### src/rtl/prio_irq_pkg.sv
package prio_irq_pkg;

  localparam logic [7:0] ADDR_CFG  = 8'h00;
  localparam logic [7:0] ADDR_LVL  = 8'h08;
  localparam logic [7:0] ADDR_IACK = 8'h10;
  localparam logic [7:0] ADDR_EOI  = 8'h18;
  localparam logic [7:0] ADDR_SWP  = 8'h20;
  localparam int unsigned PRIO_BASE = 32'h40;

  localparam int unsigned CFG_HW_BIT  = 0;
  localparam int unsigned CFG_VSZ_BIT = 5;
  localparam int unsigned SWP_CLR_LSB = 16;

  // byte offset of the priority field of source i
  function automatic int unsigned prio_addr(input int unsigned i);
    return PRIO_BASE + 4 * i;
  endfunction

  // acknowledge word: index placed above 2 or 3 zero bits
  function automatic logic [31:0] iack_word(input int unsigned idx, input logic wide);
    return 32'(idx) << (wide ? 3 : 2);
  endfunction

endpackage

### src/rtl/prio_arb.sv
module prio_arb #(
  parameter int NSRC = 8,
  parameter int PW   = 4,
  parameter int IW   = 3
) (
  input  logic [NSRC-1:0]    pend,
  input  logic [NSRC*PW-1:0] prio_flat,
  output logic               any,
  output logic [PW-1:0]      best_pri,
  output logic [IW-1:0]      best_idx
);
  // strict compare keeps the lower index on a tie
  always_comb begin
    any      = 1'b0;
    best_pri = '0;
    best_idx = '0;
    for (int i = 0; i < NSRC; i++) begin
      if (pend[i] && (!any || prio_flat[i*PW +: PW] > best_pri)) begin
        any      = 1'b1;
        best_pri = prio_flat[i*PW +: PW];
        best_idx = IW'(i);
      end
    end
  end
endmodule

### src/rtl/prio_lifo.sv
module prio_lifo #(
  parameter int DEPTH = 15,
  parameter int PW    = 4,
  parameter int CW    = 4
) (
  input  logic          clk,
  input  logic          rst_n,
  input  logic          push,
  input  logic          pop,
  input  logic [PW-1:0] din,
  output logic [PW-1:0] top,
  output logic [CW-1:0] count,
  output logic          full,
  output logic          empty,
  output logic          ovf,
  output logic          unf
);
  logic [PW-1:0] mem [DEPTH];
  logic          wr_ok;

  assign full  = (count == CW'(DEPTH));
  assign empty = (count == '0);
  assign ovf   = push & ~pop & full;
  assign unf   = pop & empty;
  assign top   = empty ? '0 : mem[count - CW'(1)];
  // pop-then-push: only an empty stack takes a write when both are asked
  assign wr_ok = push & (pop ? empty : ~full);

  always_ff @(posedge clk or negedge rst_n) begin
    if (!rst_n) begin
      count <= '0;
    end else if (push && pop) begin
      if (empty) count <= CW'(1);
    end else if (push && !full) begin
      count <= count + CW'(1);
    end else if (pop && !empty) begin
      count <= count - CW'(1);
    end
  end

  always_ff @(posedge clk) begin
    if (wr_ok) mem[count] <= din;
  end
endmodule

### src/rtl/prio_irq_ctrl.sv
module prio_irq_ctrl
  import prio_irq_pkg::*;
#(
  parameter int NSRC  = 8,
  parameter int PW    = 4,
  parameter int DEPTH = 15,
  parameter int AW    = 8,
  parameter int DW    = 32,
  localparam int IW   = (NSRC > 1) ? $clog2(NSRC) : 1,
  localparam int CW   = $clog2(DEPTH + 1)
) (
  input  logic            clk,
  input  logic            rst_n,
  input  logic            bus_sel,
  input  logic            bus_wr,
  input  logic [AW-1:0]   bus_addr,
  input  logic [DW-1:0]   bus_wdata,
  output logic [DW-1:0]   bus_rdata,
  input  logic [NSRC-1:0] irq_src_i,
  output logic            cpu_irq_o,
  output logic [IW-1:0]   cpu_vec_o,
  input  logic            cpu_ack_i,
  output logic            err_o
);
  logic              hw_mode, wide_vec, err_q;
  logic [PW-1:0]     cpr_q;
  logic [NSRC-1:0]   sw_pend, sw_nxt, prio_we;
  logic [NSRC*PW-1:0] prio_flat;
  logic              wr_cfg, wr_lvl, wr_swp, iack_rd, ack_ev, eoi_ev;
  logic              push_ok, pop_ok;
  logic              win_any;
  logic [PW-1:0]     win_pri, lifo_top;
  logic [IW-1:0]     win_idx;
  logic [CW-1:0]     lifo_cnt;
  logic              lifo_full, lifo_empty, lifo_ovf, lifo_unf;
  logic [DW-1:0]     rdata_c;
  logic              unused_wdata;

  assign unused_wdata = ^bus_wdata;

  // register decode
  assign wr_cfg  = bus_sel & bus_wr & (bus_addr == AW'(ADDR_CFG));
  assign wr_lvl  = bus_sel & bus_wr & (bus_addr == AW'(ADDR_LVL));
  assign wr_swp  = bus_sel & bus_wr & (bus_addr == AW'(ADDR_SWP));
  assign eoi_ev  = bus_sel & bus_wr & (bus_addr == AW'(ADDR_EOI));
  assign iack_rd = bus_sel & ~bus_wr & (bus_addr == AW'(ADDR_IACK));

  for (genvar g = 0; g < NSRC; g++) begin : g_prio_we
    assign prio_we[g] = bus_sel & bus_wr & (bus_addr == AW'(prio_addr(g)));
  end

  prio_arb #(.NSRC(NSRC), .PW(PW), .IW(IW)) u_arb (
    .pend      (irq_src_i | sw_pend),
    .prio_flat (prio_flat),
    .any       (win_any),
    .best_pri  (win_pri),
    .best_idx  (win_idx)
  );

  assign cpu_irq_o = win_any & (win_pri > cpr_q);
  assign cpu_vec_o = win_idx;
  assign ack_ev    = cpu_irq_o & (hw_mode ? cpu_ack_i : iack_rd);
  assign push_ok   = ack_ev & (eoi_ev | ~lifo_full);
  assign pop_ok    = eoi_ev & ~lifo_empty & ~ack_ev;

  prio_lifo #(.DEPTH(DEPTH), .PW(PW), .CW(CW)) u_lifo (
    .clk   (clk),
    .rst_n (rst_n),
    .push  (ack_ev),
    .pop   (eoi_ev),
    .din   (cpr_q),
    .top   (lifo_top),
    .count (lifo_cnt),
    .full  (lifo_full),
    .empty (lifo_empty),
    .ovf   (lifo_ovf),
    .unf   (lifo_unf)
  );

  always_comb begin
    sw_nxt = sw_pend;
    if (wr_swp) sw_nxt = (sw_pend | bus_wdata[NSRC-1:0]) & ~bus_wdata[SWP_CLR_LSB +: NSRC];
    if (push_ok) sw_nxt[win_idx] = 1'b0;
  end

  always_ff @(posedge clk or negedge rst_n) begin
    if (!rst_n) begin
      cpr_q     <= '1;
      hw_mode   <= 1'b0;
      wide_vec  <= 1'b0;
      err_q     <= 1'b0;
      sw_pend   <= '0;
      prio_flat <= '0;
    end else begin
      if (push_ok)               cpr_q <= win_pri;
      else if (pop_ok)           cpr_q <= lifo_top;
      else if (wr_lvl && !ack_ev) cpr_q <= bus_wdata[PW-1:0];
      if (wr_cfg) begin
        hw_mode  <= bus_wdata[CFG_HW_BIT];
        wide_vec <= bus_wdata[CFG_VSZ_BIT];
      end
      err_q   <= err_q | lifo_ovf | lifo_unf;
      sw_pend <= sw_nxt;
      for (int i = 0; i < NSRC; i++)
        if (prio_we[i]) prio_flat[i*PW +: PW] <= bus_wdata[PW-1:0];
    end
  end

  assign err_o = err_q;

  always_comb begin
    rdata_c = '0;
    if (bus_sel && !bus_wr) begin
      if (bus_addr == AW'(ADDR_CFG)) begin
        rdata_c[CFG_HW_BIT]  = hw_mode;
        rdata_c[CFG_VSZ_BIT] = wide_vec;
      end
      if (bus_addr == AW'(ADDR_LVL)) rdata_c[PW-1:0] = cpr_q;
      if (bus_addr == AW'(ADDR_IACK) && cpu_irq_o)
        rdata_c = DW'(iack_word(int'(win_idx), wide_vec));
      if (bus_addr == AW'(ADDR_SWP)) rdata_c[NSRC-1:0] = sw_pend;
      for (int i = 0; i < NSRC; i++)
        if (bus_addr == AW'(prio_addr(i))) rdata_c[PW-1:0] = prio_flat[i*PW +: PW];
    end
  end

  assign bus_rdata = rdata_c;
endmodule

### config.mk
export PLATFORM = sky130hd
export DESIGN_NAME = prio_irq_ctrl
export DESIGN_NICKNAME = d
export VERILOG_FILES = /design/src/rtl/prio_irq_pkg.sv /design/src/rtl/prio_arb.sv /design/src/rtl/prio_lifo.sv /design/src/rtl/prio_irq_ctrl.sv
export SDC_FILE = /design/constraint.sdc
export NUM_CORES = 1
export LEC_CHECK = 0
export CELL_PAD_IN_SITES_DETAIL_PLACEMENT = 2
export CELL_PAD_IN_SITES_GLOBAL_PLACEMENT = 2
export CORE_AREA = 2 2 137 139
export CTS_CLUSTER_SIZE = 20
export DETAILED_ROUTE_END_ITERATION = 12
export DIE_AREA = 0 0 139 141
export PLACE_DENSITY = 0.95
export SLEW_MARGIN = 20
export SYNTH_ARGS = -nofsm -noshare
export SYNTH_HDL_FRONTEND = slang
export SYNTH_SLANG_ARGS = --single-unit
export TNS_END_PERCENT = 100
### constraint.sdc
create_clock -name clk -period 43 [get_ports clk]
set_input_delay 4.3 -clock clk [delete_from_list [all_inputs] [get_ports clk]]
set_output_delay 4.3 -clock clk [all_outputs]
set_load 0.05 [all_outputs]
### Word-level counts from Yosys, hierarchy flattened

Memory sizes are Yosys's and may differ from the RTL's.
Index checks and enable logic that the tools add are counted.

| cells by class | value |
|---|---|
| equal/unequal tests | 14 |
| $add $sub $neg | 2 |
| $lt $le $gt $ge | 10 |
| $mul | 0 |
| shift operators | 1 |
| reduce and logical (&&, ||, !) cells | 37 |
| divide/modulo/power cells | 0 |
| bitwise operators | 38 |
| muxes and demuxes | 54 |

Operators with widths:

| cell | count |
|---|---|
| 2-to-1 mux 4 bit | 25 |
| equality test 8 x 7 -> 1 bit (second input constant) | 8 |
| 2-to-1 mux 32 bit | 2 |
| > comparator 4 bit | 8 |
| left shift 3 x 2 -> 32 bit | 1 |
| AND 1 bit | 24 |
| 2-to-1 mux 8 bit | 3 |
| 2-to-1 mux 1 bit | 17 |
| AND 8 bit | 2 |
| equality test 8 x 5 -> 1 bit (second input constant) | 2 |
| NOT 8 bit | 2 |
| bitwise OR 8 bit | 2 |
| logical AND 1 bit | 14 |
| 2-to-1 mux 3 bit | 4 |
| logical NOT 1 bit | 11 |
| equality test 8 x 4 -> 1 bit (second input constant) | 1 |
| equality test 8 x 6 -> 1 bit (second input constant) | 1 |
| logical NOT 8 bit | 1 |
| logical OR 1 bit | 7 |
| nonzero test 3 bit | 2 |
| NOT 1 bit | 5 |
| adder 4 x 1 -> 4 bit (second input constant) | 1 |
| equality test 4 bit (second input constant) | 1 |
| logical NOT 4 bit | 1 |
| other kinds (8) | 11 |

| word-level totals | value |
|---|---|
| bits in latches | 0 |
| memories | 1 |
| logic and storage cells | 171 |
| RAM bits | 60 |
| bits in read-only memories | 0 |
| bits of input ports | 53 |
| flip-flop bits (word level) | 51 |

Memory list:

| memory | depth | width | read ports | clocked after Yosys merged registers in | write ports | RTL line | source |
|---|---|---|---|---|---|---|---|
| u_lifo.mem | 15 | 4 | 1 | 0 | 1 | prio_lifo.sv:18 | `logic [PW-1:0] mem [DEPTH];` |

### Depth between registers and ports, before layout

Gate-level depths: netlist of run 1.

| logic depth | value |
|---|---|
| depth in word-level cells | 44 |
| mapped depth | 66 |
| mapped depth without buffers | 60 |

### Hierarchy

A second synthesis of run 1 with hierarchy kept.

| second synthesis, totals | value |
|---|---|
| cell total of the unflattened synthesis | 717 |
| area total of the unflattened synthesis | 7667.4 um^2 |

By module, submodules not included:

| module | seq. area each (um^2) | area each (um^2) | instances | cells an instance |
|---|---|---|---|---|
| prio_irq_ctrl | 1181.1 | 3226.8 | 1 | 327 |
| prio_lifo | 1901.8 | 2962.8 | 1 | 187 |
| prio_arb | 0.0 | 1477.7 | 1 | 203 |

### Least setup slack after synthesis of run 1

Ideal clock, no wire load.

| path | value |
|---|---|
| kind | in2out |
| start | input port irq_src_i[0] |
| end | output port bus_rdata[3] |
| arrival time | 16119 ps |
| setup slack | 22581 ps |
| buffers on the path | 3 |
| cell stages on the path | 58 |
| path through | o21ai_0 -> ha_1 -> nor2b_1 -> o211a_1 -> o21a_1 -> or2_2 -> and2_1 -> ha_1 -> nor2b_1 -> o211ai_1 -> a31oi_1 -> a221oi_1 -> a21oi_1 -> ha_1 -> a41oi_1 -> a22o_1 -> clkbuf_1 -> nor2_1 -> [22 not listed] -> ha_1 -> nor2b_1 -> o21a_1 -> o21a_1 -> o21ai_0 -> a21oi_1 -> clkbuf_1 -> o21ai_1 -> ha_1 -> nor2b_1 -> o21a_1 -> o21a_1 -> o21ai_0 -> nor3_1 -> o211ai_1 -> a31oi_1 -> a211oi_1 -> o22ai_1 |

| on the way | value |
|---|---|
| cells in the longest elaborated chain, start to end | 44 |
| elaborated cells between the ends (all ways) | 67 |
| classes of those cells | 8 x order compare; 1 x shift; 34 x mux; 2 x bitwise; 22 x reduce/logical |

RTL lines:

| element | RTL line | source |
|---|---|---|
| start: declaration | prio_irq_ctrl.sv:19 | `input logic [NSRC-1:0] irq_src_i,` |
| bitwise OR 8 bit * | prio_irq_ctrl.sv:53 | `.pend (irq_src_i \| sw_pend),` |
| 2-to-1 mux 4 bit / 2-to-1 mux 1 bit (equally long branches) | prio_arb.sv:18 | `if (pend[i] && (!any \|\| prio_flat[i*PW +: PW] > best_pri)) begin` |
| > comparator 4 bit / logical NOT 1 bit (equally long branches) | prio_arb.sv:18 |  |
| logical OR 1 bit | prio_arb.sv:18 |  |
| logical AND 1 bit | prio_arb.sv:18 |  |
| 2-to-1 mux 4 bit / 2-to-1 mux 1 bit (equally long branches) | prio_arb.sv:18 |  |
| > comparator 4 bit / logical NOT 1 bit (equally long branches) | prio_arb.sv:18 |  |
| logical OR 1 bit | prio_arb.sv:18 |  |
| [21 not listed] | - |  |
| 2-to-1 mux 4 bit | prio_arb.sv:18 |  |
| > comparator 4 bit | prio_irq_ctrl.sv:60 | `assign cpu_irq_o = win_any & (win_pri > cpr_q);` |
| AND 1 bit | prio_irq_ctrl.sv:60 |  |
| logical AND 1 bit | prio_irq_ctrl.sv:119 | `if (bus_addr == AW'(ADDR_IACK) && cpu_irq_o)` |
| 2-to-1 mux 32 bit * | prio_irq_ctrl.sv:119 |  |
| 2-to-1 mux 8 bit * | prio_irq_ctrl.sv:121 | `if (bus_addr == AW'(ADDR_SWP)) rdata_c[NSRC-1:0] = sw_pend;` |
| 2-to-1 mux 4 bit * (8 in series) | prio_irq_ctrl.sv:123 | `if (bus_addr == AW'(prio_addr(i))) rdata_c[PW-1:0] = prio_flat[i*PW +: PW];` |
| 2-to-1 mux 32 bit * | prio_irq_ctrl.sv:113 | `if (bus_sel && !bus_wr) begin` |
| end: declaration | prio_irq_ctrl.sv:18 | `output logic [DW-1:0] bus_rdata,` |

Mark *: on every way between the ends. The rest lies on a longest branch, timed or not.

### Worst setup path after layout of run 1

Same ends and word-level chain as after synthesis.

==> flow_metrics.env, run 1 <==
export IMPL_status="finished clean"
export IMPL_worst_slew_pin_slew_ns=1.02
export IMPL_end_kind="primary output"
export IMPL_ys_ff_latch=111
export IMPL_slew_violations=0
export IMPL_tns_ns=0
export IMPL_io_pins=90
export IMPL_avgRoutedWirePerCell_microns=27.4
export IMPL_reg2reg_depth=55
export IMPL_syn_area_sq_um=6980
export IMPL_r2r_slack_ns=27.72
export IMPL_place_ws_ns=19.49
export IMPL_hold_depth=1
export IMPL_seq_area_sq_um=3080
export IMPL_synth_seq_area_share=0.442
export IMPL_multi_input_area_sq_um=3610
export IMPL_drive_above_1_share=0.107
export IMPL_final_setup_skew_ns=0.0140
export IMPL_synth_top_cell_area_share=0.258
export IMPL_power_density_nw_per_um2=47.9
export IMPL_yosysWarningCount=0
export IMPL_p_sw_frac=0.413
export IMPL_drc=0
export IMPL_die_h_microns=141
export IMPL_cts_sinks=111
export IMPL_yosys_area_top_type="edfxtp_1"
export IMPL_postPlaceCellArea_sq_um=7580
export IMPL_wirelength_microns=26200
export IMPL_fin_crit_ns=23.90
export IMPL_post_cts_resized=0
export IMPL_clock_latency_ns=0.38
export IMPL_syn_instance_count=678
export IMPL_numCtsBuffers=9
export IMPL_final_fill_count=1962
export IMPL_cts_root_buf="clkbuf_16"
export IMPL_worstSetupPathType="in -> out"
export IMPL_pwr_share_comb=0.388
export IMPL_drt_initial_drc_count=404
export IMPL_cp_slowest_cell="clkdlybuf4s50_1"
export IMPL_portBuffers=49
export IMPL_grt_max_degree=52
export IMPL_ys_async_sr_fraction=0.459
export IMPL_path_clk_slew_ns=0.08
export IMPL_drv_cap=0
export IMPL_switchingPower_mw=0.156
export IMPL_cts_tree="yes"
export IMPL_vias_per_cell=6.32
export IMPL_cp_arrival_ns=19.60
export IMPL_netlist_cell_type_count=71
export IMPL_grt_pass1_wl_microns=40500
export IMPL_cp_max_fo=14
export IMPL_postCtsSetupRepairBufs=0
export IMPL_rows=50
export IMPL_vias=6037
export IMPL_hold_viol_final=0
export IMPL_yosys_top_cells_area="edfxtp_1, dfrtp_1, ha_1"
export IMPL_fin_area_sq_um=7900
export IMPL_num_nets_final=805
export IMPL_n_antenna_cell=0
export IMPL_area_delta_synth_final_pct=13.2
export IMPL_cts_buffer_depth=2
export IMPL_hold_path_class="reg -> reg"
export IMPL_pwr_share_seq=0.375
export IMPL_hpwl_microns=20000
export IMPL_placed_cells=939
export IMPL_leakagePower_nw=3.08
export IMPL_crit_top_cell="ha_1"
export IMPL_place_gp_congestion=0.884
export IMPL_coreArea_sq_um=18300
export IMPL_power_frac_clock=0.237
export IMPL_worst_slack_ns=19.10
export IMPL_critPathMaxStageDelay_ns=0.88
export IMPL_ant_nets=0
export IMPL_dieArea_sq_um=19600
export IMPL_drt_pre_antenna_iters=5
export IMPL_cts_max_level=3
export IMPL_grt_use_total=0.271
export IMPL_synth_edf_count=60
export IMPL_startpoint_type="input port"
export IMPL_fmax_ghz=0.0418
export IMPL_avgSynthCellArea_sq_um=10.3
export IMPL_relSlewSlack=0.315
export IMPL_finalSetupViolations=0
export IMPL_finish_utilization=0.432
export IMPL_min_period_over_period=0.556
export IMPL_die_w_microns=139
export IMPL_grt_antenna_before_repair=0
export IMPL_worstPathRequired_ns=38.70
export IMPL_layout_cells_non_filler=955
export IMPL_hold_buffers=0
export IMPL_yosys_most_used_dff="edfxtp_1"
export IMPL_rsz0062_at_grt="no"
export IMPL_ir_drop_v=0.0000292
export IMPL_p_int_mw=0.222
export IMPL_grt_overflow_total=0
export IMPL_initial_core_util=0.382
export IMPL_grt_pass1_vias=6746
## power by group through the flow
stage | logic, mW | clock network, mW | registers, mW
finish | 0.147 | 0.0897 | 0.142
global route | 0.158 | 0.0935 | 0.143
CTS | 0.147 | 0.0909 | 0.142
detailed placement | 0.144 | 0 | 0.144
global placement | 0.131 | 0 | 0.142
floorplan | 0.0998 | 0 | 0.135
## Yosys cell counts, types with 12 or more instances
| cell | count |
|---|---|
| nand2_1 | 66 |
| edfxtp_1 | 60 |
| nor2_1 | 53 |
| dfrtp_1 | 47 |
| o21ai_0 | 38 |
| ha_1 | 36 |
| a21oi_1 | 33 |
| mux2_2 | 29 |
| buf_4 | 24 |
| inv_1 | 24 |
| clkbuf_1 | 19 |
| nor3_1 | 19 |
| a211oi_1 | 15 |
| a221oi_1 | 13 |
| and2_1 | 13 |
| a31oi_1 | 12 |
| mux4_2 | 12 |
## worst max-delay path, delay by kind of cell
kind | cells | cell delay (ns)
compound gates | 32 | 7.48
buf+inv | 4 | 1.74
simple gates | 13 | 2.86
mux | 2 | 0.70
fa+ha+maj | 8 | 2.45
## path summary, 6_finish.rpt
| kind | endpoint | start |
|---|---|---|
| worst max register to register | u_lifo.mem[6][3] | sw_pend[0] |
| worst min-delay path | err_o | err_o |
| max in group asynchronous | sw_pend[7] | rst_n |
| worst max-delay path | bus_rdata[3] | irq_src_i[0] |
| min in group asynchronous | prio_flat[9] | rst_n |
| worst min register to register | err_o | err_o |
## area by class of cell
cell class,count,share of cell area
clock buffer,9,0.0285
clock inverter,7,0.0116
sequential,111,0.390
timing repair buffer,52,0.0643
multi-input combinational,518,0.457
inverter,24,0.0114
tap,234,0.0371
## registers in the layout (all words and copies together), names as in the netlist
| name | cells |
|---|---|
| sw_pend | 8 |
| cpr_q | 4 |
| u_lifo.count | 4 |
| hw_mode | 1 |
| err_o | 1 |
| u_lifo.mem | 60 |
| wide_vec | 1 |
| prio_flat | 32 |
## logic make-up (layout without fill, tap and decap cells)
kind of cell	Yosys count	after routing	share of synthesized area
and+or+nand+nor	221	221	0.158
AOI/OAI and AO/OA	184	184	0.178
DFF	111	111	0.442
buffers and inverters	72	92	0.0540
muxes	50	50	0.0998
adders and majority gates	36	36	0.0645
xor gates and xnor gates	3	3	0.00376
other	1	24	0.000537
## per-layer routing
metal,global-route usage,part of all wire,wire length (microns),vias up
met2,0.493,0.53,13800,244
met5,0,0,0,-
met4,0.118,0.035,923,0
li1,-,-,-,2611
met1,0.319,0.38,10000,3109
met3,0.0387,0.054,1410,73
## cells in the final DEF (no fill, tap or decap), drive strengths merged, types with 5 or more instances in the layout
cell type	synthesis	routed
nand2b	5	5
nand3	9	9
a221oi	13	13
o21a	10	10
nor2b	9	9
nor2	53	53
o22ai	6	6
a21o	9	9
inv	24	28
a22oi	5	5
and3	10	10
a21oi	33	33
nand4	8	8
edfxtp	60	60
a31oi	12	12
conb	1	24
clkbuf	19	9
nor3	19	19
mux2i	7	7
dfrtp	47	47
and2	14	14
mux2	31	31
o221ai	5	5
nor4	8	8
o21ai	44	44
nand2	66	66
clkdlybuf4s50	0	48
mux4	12	12
ha	36	36
a211oi	16	16
## stage by stage
stage                     power (mW)  hold WS, ns
final                          0.379        0.549
after global routing           0.394        0.575
after CTS                      0.380        0.575
after detailed placement       0.289        0.545
after global placement         0.273        0.508
after floorplan                0.235        0.466
Power figures use the tool's default switching activity.
==> run 2, diff against run 1 <==
Settings changed: CORE_AREA 2 2 137 139 to 2 2 149 151, DIE_AREA 0 0 139 141 to 0 0 151 153, PLACE_DENSITY 0.95 to 0.88.
Clock period 43 ns to 20.2 ns, I/O delays scaled along.
==> flow_metrics.env, run 2 (synthesized netlist as in run 1, its figures left out) <==
export IMPL_p_sw_frac=0.399
export IMPL_rows=54
export IMPL_top_regs="u_lifo.mem x60, prio_flat x32, sw_pend x8"
export IMPL_reg2reg_depth=55
export IMPL_path_clk_slew_ns=0.08
export IMPL_cts_max_level=3
export IMPL_power_density_nw_per_um2=101
export IMPL_drt_pre_antenna_iters=6
export IMPL_cp_max_fo=14
export IMPL_status="finished clean"
export IMPL_gr_usage_met3=0.0331
export IMPL_pwr_share_comb=0.380
export IMPL_switchingPower_mw=0.321
export IMPL_critPathMaxStageDelay_ns=0.85
export IMPL_ir_drop_v=0.0000436
export IMPL_grt_overflow_total=0
export IMPL_p_int_mw=0.484
export IMPL_final_setup_skew_ns=0.0121
export IMPL_hpwl_microns=17900
export IMPL_min_period_over_period=0.950
export IMPL_globalRouteMet2Util=0.372
export IMPL_die_h_microns=153
export IMPL_path_depth=59
export IMPL_finalSetupViolations=0
export IMPL_grt_use_total=0.219
export IMPL_place_gp_congestion=0.863
export IMPL_startpoint_type="input port"
export IMPL_area_delta_synth_final_pct=14.3
export IMPL_pwr_share_seq=0.374
export IMPL_critical_path_top_delay_family="compound AO/OA/AOI/OAI gates"
export IMPL_grt_busiest_layer="met2"
export IMPL_worstPathRequired_ns=18.18
export IMPL_grt_pass1_wl_microns=38400
export IMPL_initial_core_util=0.325
export IMPL_hold_depth=1
export IMPL_vias_per_cell=5.89
export IMPL_worst_slew_pin_slew_ns=1.08
export IMPL_hold_viol_final=0
export IMPL_hold_slack_ns=0.469
export IMPL_top_register="u_lifo.mem"
export IMPL_relSlewSlack=0.272
export IMPL_grt_max_degree=52
export IMPL_final_cell_mix="nand2_1, edfxtp_1, nor2_1"
export IMPL_met1_usage=0.291
export IMPL_worstSetupPathType="in -> out"
export IMPL_ant_nets=0
export IMPL_grt_pass1_vias=6326
export IMPL_power_frac_clock=0.246
export IMPL_cts_tree="yes"
export IMPL_drt_initial_drc_count=458
export IMPL_cp_arrival_ns=17.18
export IMPL_vias=5903
export IMPL_cp_buffers_inverters=4
export IMPL_num_nets_final=806
export IMPL_drive_above_1_share=0.108
export IMPL_cts_root_buf="clkbuf_16"
export IMPL_wirelength_microns=24600
export IMPL_tns_ns=0
export IMPL_cts_sinks=111
export IMPL_drv_cap=0
export IMPL_crit_top_cell="ha_1"
export IMPL_final_common_cell="nand2_1"
export IMPL_fin_crit_ns=19.20
export IMPL_leakagePower_nw=3.08
export IMPL_grt_antenna_before_repair=0
export IMPL_drc=0
export IMPL_fmax_ghz=0.0521
export IMPL_postCtsSetupRepairBufs=0
export IMPL_clock_latency_ns=0.37
export IMPL_die_w_microns=151
export IMPL_coreArea_sq_um=21500
export IMPL_cts_buffer_depth=2
export IMPL_avgRoutedWirePerCell_microns=24.5
export IMPL_end_kind="primary output"
export IMPL_cp_slowest_cell="clkdlybuf4s50_1"
export IMPL_portBuffers=49
export IMPL_largest_register_ffs=60
export IMPL_dieArea_sq_um=23100
export IMPL_fin_area_sq_um=7980
export IMPL_postPlaceCellArea_sq_um=7650
export IMPL_numCtsBuffers=9
export IMPL_io_pins=90
export IMPL_hold_path_class="reg -> reg"
export IMPL_rsz0062_at_grt="no"
export IMPL_slew_violations=0
-- run 2: changes by cell type in the layout (fill, tap and decap cells not counted) --
cell	before	now
bufinv_16	0	1
inv_8	3	2
nor2_2	1	2
diode_2	0	1
nor2_1	52	51
clkinv_1	0	1
clkinv_8	3	2
buf_4	3	4
-- run 2: per-stage QoR --
step                      total power, mW  setup slack [ns]  instances   util
final                               0.805              1.00       1003  0.371
after global routing                0.843             0.177       1002  0.371
after CTS                           0.808              1.02       1002  0.371
after detailed placement            0.607              1.42        986  0.356
after global placement              0.590              1.72        986  0.356
after floorplan                     0.501              4.34        701      -
-- run 2: layer usage --
layer  vias up  routed length, microns  share of wire
li1       2612                       -              -
met1      3092                   10800           0.44
met2       157                   12200           0.50
met3        42                     980          0.040
met4         0                     556          0.023
met5         -                       0              0
-- run 2: path summary, 6_finish.rpt --
check | slack (ns) | startpoint | to
setup / recovery | 1.00 | irq_src_i[0] | bus_rdata[3]
hold / removal | 0.47 | err_o | err_o
setup reg to reg | 4.91 | sw_pend[0] | u_lifo.mem[7][3]
hold reg to reg | 0.47 | err_o | err_o
max in group asynchronous | 17.92 | rst_n | prio_flat[1]
min in group asynchronous | 1.79 | rst_n | sw_pend[7]
-- run 2: area by class of cell --
class	count	area, sq um
fillers	2342	13500
multi-input cells	518	3610
flip-flops and latches	111	3080
repair buffers	53	515
well taps	280	350
clock buffers	9	225
clock inverters	7	97.6
inverters	24	90.1
diodes	1	2.50
-- run 2: power by group through the flow --
stage	Combinational (mW)	Sequential [mW]	Clock, mW
floorplan	0.212	0.288	0
global placement	0.287	0.303	0
detailed placement	0.301	0.307	0
CTS	0.306	0.302	0.201
global route	0.330	0.305	0.208
finish	0.306	0.301	0.198
-- run 2: worst reg2reg max path, delay by kind of cell, from the launching register on --
| kind | cells | cell delay (ns) |
|---|---|---|
| AO/OA/AOI/OAI | 28 | 6.82 |
| adder cells (fa/ha/maj) | 8 | 2.47 |
| buffers and inverters | 2 | 0.28 |
| flip-flops | 1 | 0.66 |
| multiplexers | 2 | 0.76 |
| AND/OR/NAND/NOR | 15 | 3.99 |
-- run 2: repair_timing --
| item | in CTS | in global routing |
|---|---|---|
| setup endpoints to repair | 0 | 1 |
| gates resized for setup | 0 | 1 |
| hold buffers | 0 | 0 |
==> run 3, diff against run 2 <==
Settings changed: CAP_MARGIN set to 10.
==> results of run 3 <==
The final DEF is identical to that of run 2; final timing and power are the same.
